===== src/rtl/sms_pkg.sv =====
package sms_pkg;

    localparam int BYTE_W = 8;
    localparam int CNT_W  = $clog2(BYTE_W + 1);

    typedef enum logic [3:0] {
        ST_IDLE,
        ST_CTRL,
        ST_CTRL_ACK,
        ST_AHI,
        ST_AHI_ACK,
        ST_ALO,
        ST_ALO_ACK,
        ST_WDAT,
        ST_WDAT_ACK,
        ST_RDAT,
        ST_RDAT_ACK,
        ST_HOLD
    } sms_state_e;

endpackage


===== src/rtl/sms_bus_cond.sv =====
// Synchronizes both bus lines and derives edge and START/STOP pulses.
module sms_bus_cond #(
    parameter int SYNC_STAGES = 2
) (
    input  logic clk,
    input  logic rst_n,
    input  logic scl_in,
    input  logic sda_in,
    output logic scl_lvl,
    output logic sda_lvl,
    output logic scl_rise,
    output logic scl_fall,
    output logic start_cond,
    output logic stop_cond
);

    logic [SYNC_STAGES-1:0] scl_sr;
    logic [SYNC_STAGES-1:0] sda_sr;
    logic                   scl_q;
    logic                   sda_q;

    always_ff @(posedge clk or negedge rst_n) begin
        if (!rst_n) begin
            scl_sr <= '1;
            sda_sr <= '1;
            scl_q  <= 1'b1;
            sda_q  <= 1'b1;
        end else begin
            scl_sr <= {scl_sr[SYNC_STAGES-2:0], scl_in};
            sda_sr <= {sda_sr[SYNC_STAGES-2:0], sda_in};
            scl_q  <= scl_sr[SYNC_STAGES-1];
            sda_q  <= sda_sr[SYNC_STAGES-1];
        end
    end

    assign scl_lvl    = scl_sr[SYNC_STAGES-1];
    assign sda_lvl    = sda_sr[SYNC_STAGES-1];
    assign scl_rise   = scl_lvl & ~scl_q;
    assign scl_fall   = ~scl_lvl & scl_q;
    // both lines share one synchronizer depth, so their order is kept
    assign start_cond = scl_lvl & scl_q & sda_q & ~sda_lvl;
    assign stop_cond  = scl_lvl & scl_q & ~sda_q & sda_lvl;

endmodule


===== src/rtl/sms_rx_shift.sv =====
// Serial-in byte register with a saturating bit counter.
module sms_rx_shift #(
    parameter int BITS = 8,
    parameter int CW   = $clog2(BITS + 1)
) (
    input  logic            clk,
    input  logic            rst_n,
    input  logic            clr,
    input  logic            shift_en,
    input  logic            bit_in,
    output logic [BITS-1:0] data,
    output logic [CW-1:0]   count
);

    localparam logic [CW-1:0] FULL = CW'(BITS);

    always_ff @(posedge clk or negedge rst_n) begin
        if (!rst_n) begin
            data  <= '0;
            count <= '0;
        end else if (clr) begin
            count <= '0;
        end else if (shift_en) begin
            data <= {data[BITS-2:0], bit_in};
            if (count != FULL) begin
                count <= count + 1'b1;
            end
        end
    end

endmodule


===== src/rtl/sms_ctrl.sv =====
// Transaction state machine: addressing, acknowledges, memory strobes.
module sms_ctrl
    import sms_pkg::*;
#(
    parameter int          ADDR_W   = 12,
    parameter logic [3:0]  DEV_CODE = 4'b1010
) (
    input  logic              clk,
    input  logic              rst_n,
    input  logic              scl_rise,
    input  logic              scl_fall,
    input  logic              start_cond,
    input  logic              stop_cond,
    input  logic              sda_lvl,
    input  logic [BYTE_W-1:0] rx_byte,
    input  logic [CNT_W-1:0]  rx_count,
    input  logic [2:0]        sel_pins,
    input  logic              prog_busy,
    input  logic [BYTE_W-1:0] mem_rd_data,
    output logic              bit_clr,
    output logic              sda_pull,
    output logic [ADDR_W-1:0] mem_addr,
    output logic              mem_rd_en,
    output logic              mem_wr_en,
    output logic [BYTE_W-1:0] mem_wr_data,
    output sms_state_e        state_o
);

    localparam int              AHI_BITS = ADDR_W - BYTE_W;
    localparam logic [CNT_W-1:0] FULL    = CNT_W'(BYTE_W);

    sms_state_e            state_q;
    sms_state_e            state_nx;
    logic                  rd_mode_q;
    logic [AHI_BITS-1:0]   ahi_q;
    logic [ADDR_W-1:0]     ptr_q;
    logic [BYTE_W-1:0]     tx_q;
    logic                  rd_pend_q;

    logic byte_done;
    logic ctrl_match;
    logic ahi_ok;
    logic in_ack;

    assign byte_done  = scl_fall && (rx_count == FULL);
    assign ctrl_match = (rx_byte[7:4] == DEV_CODE) && (rx_byte[3:1] == sel_pins);
    assign ahi_ok     = ((rx_byte >> AHI_BITS) == '0);
    assign in_ack     = (state_q == ST_CTRL_ACK) || (state_q == ST_AHI_ACK) ||
                        (state_q == ST_ALO_ACK)  || (state_q == ST_WDAT_ACK) ||
                        (state_q == ST_RDAT_ACK);
    // every falling edge that leaves an ack slot starts a fresh byte
    assign bit_clr    = start_cond || (scl_fall && in_ack);
    assign state_o    = state_q;

    // next-state logic
    always_comb begin
        state_nx = state_q;
        if (start_cond) begin
            state_nx = ST_CTRL;
        end else if (stop_cond) begin
            state_nx = ST_IDLE;
        end else begin
            unique case (state_q)
                ST_IDLE: state_nx = ST_IDLE;
                ST_HOLD: state_nx = ST_HOLD;
                ST_CTRL: begin
                    if (byte_done) begin
                        state_nx = (ctrl_match && !prog_busy) ? ST_CTRL_ACK : ST_IDLE;
                    end
                end
                ST_CTRL_ACK: begin
                    if (scl_fall) begin
                        state_nx = rd_mode_q ? ST_RDAT : ST_AHI;
                    end
                end
                ST_AHI: begin
                    if (byte_done) begin
                        state_nx = (ahi_ok && !prog_busy) ? ST_AHI_ACK : ST_HOLD;
                    end
                end
                ST_AHI_ACK: if (scl_fall) state_nx = ST_ALO;
                ST_ALO: begin
                    if (byte_done) begin
                        state_nx = prog_busy ? ST_HOLD : ST_ALO_ACK;
                    end
                end
                ST_ALO_ACK: if (scl_fall) state_nx = ST_WDAT;
                ST_WDAT: begin
                    if (byte_done) begin
                        state_nx = prog_busy ? ST_HOLD : ST_WDAT_ACK;
                    end
                end
                ST_WDAT_ACK: if (scl_fall) state_nx = ST_WDAT;
                ST_RDAT: if (byte_done) state_nx = ST_RDAT_ACK;
                ST_RDAT_ACK: begin
                    if (scl_rise && sda_lvl) begin
                        state_nx = ST_HOLD;
                    end else if (scl_fall) begin
                        state_nx = ST_RDAT;
                    end
                end
                default: state_nx = ST_IDLE;
            endcase
        end
    end

    // state register
    always_ff @(posedge clk or negedge rst_n) begin
        if (!rst_n) begin
            state_q <= ST_IDLE;
        end else begin
            state_q <= state_nx;
        end
    end

    // outputs and datapath
    always_ff @(posedge clk or negedge rst_n) begin
        if (!rst_n) begin
            sda_pull    <= 1'b0;
            rd_mode_q   <= 1'b0;
            ahi_q       <= '0;
            ptr_q       <= '0;
            tx_q        <= '1;
            rd_pend_q   <= 1'b0;
            mem_addr    <= '0;
            mem_rd_en   <= 1'b0;
            mem_wr_en   <= 1'b0;
            mem_wr_data <= '0;
        end else begin
            mem_rd_en <= 1'b0;
            mem_wr_en <= 1'b0;
            rd_pend_q <= mem_rd_en;
            if (rd_pend_q) begin
                tx_q <= mem_rd_data;
            end
            if (start_cond || stop_cond) begin
                sda_pull <= 1'b0;
            end else begin
                unique case (state_q)
                    ST_CTRL: begin
                        if (byte_done) begin
                            rd_mode_q <= rx_byte[0];
                            if (ctrl_match && !prog_busy) begin
                                sda_pull <= 1'b1;
                                if (rx_byte[0]) begin
                                    mem_rd_en <= 1'b1;
                                    mem_addr  <= ptr_q;
                                    ptr_q     <= ptr_q + 1'b1;
                                end
                            end
                        end
                    end
                    ST_CTRL_ACK: begin
                        if (scl_fall) begin
                            sda_pull <= rd_mode_q ? ~tx_q[7] : 1'b0;
                        end
                    end
                    ST_AHI: begin
                        if (byte_done && ahi_ok && !prog_busy) begin
                            sda_pull <= 1'b1;
                            ahi_q    <= rx_byte[AHI_BITS-1:0];
                        end
                    end
                    ST_ALO: begin
                        if (byte_done && !prog_busy) begin
                            sda_pull <= 1'b1;
                            ptr_q    <= {ahi_q, rx_byte};
                        end
                    end
                    ST_WDAT: begin
                        if (byte_done && !prog_busy) begin
                            sda_pull    <= 1'b1;
                            mem_wr_en   <= 1'b1;
                            mem_addr    <= ptr_q;
                            mem_wr_data <= rx_byte;
                            ptr_q       <= ptr_q + 1'b1;
                        end
                    end
                    ST_AHI_ACK, ST_ALO_ACK, ST_WDAT_ACK: begin
                        if (scl_fall) begin
                            sda_pull <= 1'b0;
                        end
                    end
                    ST_RDAT: begin
                        if (scl_fall) begin
                            if (rx_count == FULL) begin
                                sda_pull <= 1'b0;
                            end else begin
                                sda_pull <= ~tx_q[6];
                                tx_q     <= {tx_q[6:0], 1'b1};
                            end
                        end
                    end
                    ST_RDAT_ACK: begin
                        if (scl_rise && !sda_lvl) begin
                            mem_rd_en <= 1'b1;
                            mem_addr  <= ptr_q;
                            ptr_q     <= ptr_q + 1'b1;
                        end else if (scl_fall) begin
                            sda_pull <= ~tx_q[7];
                        end
                    end
                    default: begin
                    end
                endcase
            end
        end
    end

endmodule


===== src/rtl/serial_mem_slave.sv =====
module serial_mem_slave
    import sms_pkg::*;
#(
    parameter int         ADDR_W      = 12,
    parameter int         SYNC_STAGES = 2,
    parameter logic [3:0] DEV_CODE    = 4'b1010
) (
    input  logic              clk,
    input  logic              rst_n,
    input  logic              scl_in,
    input  logic              sda_in,
    output logic              sda_pull,
    input  logic [2:0]        sel_pins,
    input  logic              prog_busy,
    output logic [ADDR_W-1:0] mem_addr,
    output logic              mem_rd_en,
    input  logic [BYTE_W-1:0] mem_rd_data,
    output logic              mem_wr_en,
    output logic [BYTE_W-1:0] mem_wr_data
);

    logic              scl_lvl;
    logic              sda_lvl;
    logic              scl_rise;
    logic              scl_fall;
    logic              start_cond;
    logic              stop_cond;
    logic              bit_clr;
    logic [BYTE_W-1:0] rx_byte;
    logic [CNT_W-1:0]  rx_count;
    sms_state_e        state_w;

    sms_bus_cond #(
        .SYNC_STAGES (SYNC_STAGES)
    ) u_cond (
        .clk        (clk),
        .rst_n      (rst_n),
        .scl_in     (scl_in),
        .sda_in     (sda_in),
        .scl_lvl    (scl_lvl),
        .sda_lvl    (sda_lvl),
        .scl_rise   (scl_rise),
        .scl_fall   (scl_fall),
        .start_cond (start_cond),
        .stop_cond  (stop_cond)
    );

    sms_rx_shift #(
        .BITS (BYTE_W),
        .CW   (CNT_W)
    ) u_rx (
        .clk      (clk),
        .rst_n    (rst_n),
        .clr      (bit_clr),
        .shift_en (scl_rise),
        .bit_in   (sda_lvl),
        .data     (rx_byte),
        .count    (rx_count)
    );

    sms_ctrl #(
        .ADDR_W   (ADDR_W),
        .DEV_CODE (DEV_CODE)
    ) u_ctrl (
        .clk         (clk),
        .rst_n       (rst_n),
        .scl_rise    (scl_rise),
        .scl_fall    (scl_fall),
        .start_cond  (start_cond),
        .stop_cond   (stop_cond),
        .sda_lvl     (sda_lvl),
        .rx_byte     (rx_byte),
        .rx_count    (rx_count),
        .sel_pins    (sel_pins),
        .prog_busy   (prog_busy),
        .mem_rd_data (mem_rd_data),
        .bit_clr     (bit_clr),
        .sda_pull    (sda_pull),
        .mem_addr    (mem_addr),
        .mem_rd_en   (mem_rd_en),
        .mem_wr_en   (mem_wr_en),
        .mem_wr_data (mem_wr_data),
        .state_o     (state_w)
    );

endmodule


===== config.mk =====
export PLATFORM = sky130hd
export DESIGN_NAME = serial_mem_slave
export DESIGN_NICKNAME = d
export VERILOG_FILES = /design/src/rtl/sms_pkg.sv /design/src/rtl/sms_bus_cond.sv /design/src/rtl/sms_rx_shift.sv /design/src/rtl/sms_ctrl.sv /design/src/rtl/serial_mem_slave.sv
export SDC_FILE = /design/constraint.sdc
export NUM_CORES = 1
export LEC_CHECK = 0
export BUFFER_PORTS_ARGS = -buffer_cell sky130_fd_sc_hd__clkbuf_2
export CAP_MARGIN = 30
export CORE_ASPECT_RATIO = 0.6
export CORE_MARGIN = 5
export CORE_UTILIZATION = 50
export CTS_BUF_LIST = sky130_fd_sc_hd__clkbuf_8
export DETAILED_ROUTE_END_ITERATION = 7
export PLACE_DENSITY = 0.69
export SLEW_MARGIN = 10
export SYNTH_ARGS = -nofsm -noshare
export SYNTH_HDL_FRONTEND = slang
export SYNTH_SLANG_ARGS = --single-unit

===== constraint.sdc =====
create_clock -name clk -period 4.1 [get_ports clk]
set_input_delay 0.82 -clock clk [delete_from_list [all_inputs] [get_ports clk]]
set_output_delay 0.82 -clock clk [all_outputs]
set_load 0.02 [all_outputs]

==> results.cfg <==
[status]
run_status = complete, no violations

[power]
switching_power_uw = 714
cellInternalPower_mw = 1.38
seqPwrFrac_pct = 46.2
p_leak_nw = 1.95
clock_power_share_pct = 28.8
power.switching_fraction_pct = 34.1
comb_power_share_pct = 25.0
powerDensity_nw_per_um2 = 491
power.ir.vdd_worst_uv = 293

[detailed_routing]
postRouteAntennaNets = 0
via_count = 3027
route.detailed.vias_per_inst = 5.97
number_of_detailed_route_iterations_in_the_first_pass = 5
remaining_design_rule_violation_count = 0
wirelength_mm = 8.91
drt_iter0_drc = 299
wire_per_inst_um = 17.6

[setup_path]
crit_path_end_kind = flop
worstSetupPathType = reg -> reg
critPathSlowestCell = a211oi_2
reg2reg_setup_slack_ps = 970
worst_setup_path_start_kind = flop
critical-path-max-stage-delay_ps = 760
timing.reg2reg.worst_path_depth = 7
critical_path.max_fanout = 13
timing.rr.end = u_ctrl.ptr_q[1]$_DFFE_PN0P_
worstPathArrival_ps = 3380
crit_chain = inv_1 -> ha_1 -> nand3b_4 -> o41a_1 -> a211oi_2 -> and3_1 -> mux2_1
r2r_start = u_rx.count[0]$_DFFE_PN0P_
worst-endpoint-required_ps = 4350

[yosys]
synth.yosys.seq_area_share_pct = 47.5
synth_fp_nets = 389
async_reset_ff_share_pct = 100
syn_area_per_cell_um2 = 10.2
synthCells = 370
edff_count_synth = 0
ys.flop_type = dfrtp_1
ys_warn_count = 0
yosys.cell_types.count = 59
synth.cell_area_um2 = 3780
synth.ff_latch_count = 71

[clocking]
cts.repair.resized = 0
clock_tree.htree_level_count = 3
worstSkewPairLatency_ps = 360
clock_path_buffers = 2
clkTransAtPathRegs_ps = 80
clock_net_sink_count = 71
tritoncts = done
post_cts_hold_buffers = 0
cts_post_setup_buffers_inserted = 0
cts-root-buf = clkbuf_8
numCtsBuffers = 9

[timing]
final.setup.tns_ps = 0
skew_ps = 6.99
finalWorstSetupSlack_ps = 966
worst-slew-pin-transition_ps = 892
unrepaired_setup_endpoints_after_global_routing = no
finalCritPeriodShare_pct = 76.4
fin_crit_ps = 3130
max_slew_margin_pct = 40.4
setup_viol = 0
drv_slew = 0
timing_hold_violations_final = 0
maxClockFrequency_mhz = 319

[layout]
num-fill-cells = 637
design.final.nets = 417
layout-drive-gt1-share_pct = 27.3
area_added_between_synthesis_and_finish_pct = 12.9
diodes = 0

[floorplanning]
rows = 24
floorplan.die_area_um2 = 9460
floorplan.initialDensity_pct = 51.8
design.portCount = 39
dieWidth_um = 122
chipHeight_um = 77.4
core_area_um2 = 7300

[min_path]
holdCritPathClass = reg -> reg
min-delay-start = u_cond.scl_sr[0]$_DFF_PN1_
hold_path_depth = 0
hold_end = u_cond.scl_sr[1]$_DFF_PN1_

[place]
gp_congestion = 0.935
place.detailed.hpwl_mm = 6.37
place_worst_setup_slack_ps = 921
input_output_buffers = 38

[global_route]
grt_use_total_pct = 20.1
grt_antenna_before_repair = 0
grt_max_degree = 38
grt_overflow = 0
grt_first_pass_wirelength_mm = 14.8
grt_pass1_vias = 2829

[flow_run]
max-cap-violations = 0
[critical path: cells and delay by family, from the launching register on]
family                   cells  cell delay [ps]
AO/OA/AOI/OAI                2             1170
adder cells (fa/ha/maj)      1              240
buffers and inverters        1              100
flip-flops                   1              400
multiplexers                 1              370
AND/OR/NAND/NOR              2              740
[per-stage QoR]
stage	utilization, %	cells	hold WS (ps)	power, mW	instance area [um^2]
global placement	55.3	490	346	1.47	4030
finish	58.5	507	360	2.09	4270
floorplan	-	370	345	1.32	3780
global route	58.5	507	369	2.21	4270
detailed placement	55.3	490	351	1.50	4030
CTS	58.2	506	362	2.11	4250
[flip-flops by register name (all words and copies together), names as in the netlist, 2 cells and up]
name and flops:
u_ctrl.mem_addr 12, u_ctrl.ptr_q 12, u_ctrl.mem_wr_data 8, u_ctrl.tx_q 8, u_rx.data 8, u_ctrl.ahi_q 4, u_ctrl.state_o 4, u_rx.count 4
u_cond.scl_sr 2, u_cond.sda_sr 2
[power by group through the flow]
| stage | clock network (mW) | registers (mW) | logic, mW |
|---|---|---|---|
| after floorplan | 0 | 0.944 | 0.374 |
| after global placement | 0 | 0.968 | 0.499 |
| after detailed placement | 0 | 0.975 | 0.521 |
| after CTS | 0.628 | 0.963 | 0.521 |
| after global routing | 0.659 | 0.984 | 0.570 |
| final | 0.604 | 0.967 | 0.524 |
[cells in the mapped netlist, drive strengths merged, types with 3 or more instances]
cell type / number / share of area [%]
dfrtp: 57 / 38
nand2: 34 / 3.4
mux2: 31 / 10
a21oi: 27 / 3.6
o21ai: 23 / 3.1
clkbuf: 19 / 1.9
nor2: 19 / 1.9
dfstp: 14 / 9.7
inv: 12 / 1.2
nand3: 12 / 1.6
mux2i: 10 / 2.6
buf: 7 / 1.0
nor2b: 7 / 1.2
a21o: 6 / 1.2
a31oi: 6 / 0.99
a41oi: 6 / 1.4
nor3: 6 / 1.1
and3: 5 / 0.83
nand4: 5 / 0.83
o22ai: 5 / 0.83
nand2b: 4 / 0.66
o31ai: 4 / 0.79
o32ai: 4 / 0.93
xnor2: 4 / 0.93
a221oi: 3 / 0.70
ha: 3 / 0.99
o21a: 3 / 0.60
or3: 3 / 0.63
or4: 3 / 0.60
xor2: 3 / 0.70
[kinds of logic after synthesis]
logic type                 after synthesis  synth area share (%)
and+or+nand+nor                        112                  16.1
AOI/OAI and AO/OA                       98                  16.8
DFF                                     71                  47.5
muxes                                   41                  12.9
buffers and inverters                   38                  4.10
xor gates and xnor gates                 7                  1.62
adders and majority gates                3                 0.993
[layout make-up]
class	instances	area, um^2	area share [%]
Tap cell	104	130	3.05
Clock inverter	4	51.3	1.20
Multi-Input combinational cell	261	1830	42.9
Inverter	12	45.0	1.05
Sequential cell	71	1790	42.0
Timing Repair Buffer	43	253	5.92
Clock buffer	12	165	3.87
[how the worst max path moves through the flow]
stage,depth (start not counted),startpoint,slack [ps],endpoint
after detailed placement,5,prog_busy,920,u_ctrl.ptr_q[1]$_DFFE_PN0P_
after floorplan,6,prog_busy,1620,u_ctrl.mem_addr[10]$_DFFE_PN0P_
final,7,u_rx.count[0]$_DFFE_PN0P_,970,u_ctrl.ptr_q[1]$_DFFE_PN0P_
after global placement,5,prog_busy,1000,u_ctrl.ptr_q[1]$_DFFE_PN0P_
after global routing,7,u_rx.count[0]$_DFFE_PN0P_,860,u_ctrl.ptr_q[1]$_DFFE_PN0P_
after CTS,7,u_rx.count[0]$_DFFE_PN0P_,1030,u_ctrl.ptr_q[1]$_DFFE_PN0P_
[cells in the final DEF, fill, tap and decap left out, types with 5 or more instances in the layout]
cell and instances:
dfstp_2 14, inv_1 12, mux2_2 20, nand2_1 34, nand4_1 5, dfrtp_1 57, a21o_1 6, a21oi_1 27
a41oi_1 6, nor2b_1 7, clkbuf_8 12, mux2i_1 10, mux2_4 10, o21ai_0 22, a31oi_1 6, o22ai_1 5
nand3_1 12, nor2_1 19, clkbuf_2 37, nor3_1 5, and3_1 5
[layer usage]
layer / track usage (%) / share of wire, %
met1: 29.8 / 48
met5: 0 / 0
met2: 26.5 / 41
met4: 6.70 / 1.0
met3: 8.07 / 10
No activity file was read; power rests on OpenSTA's default activity.
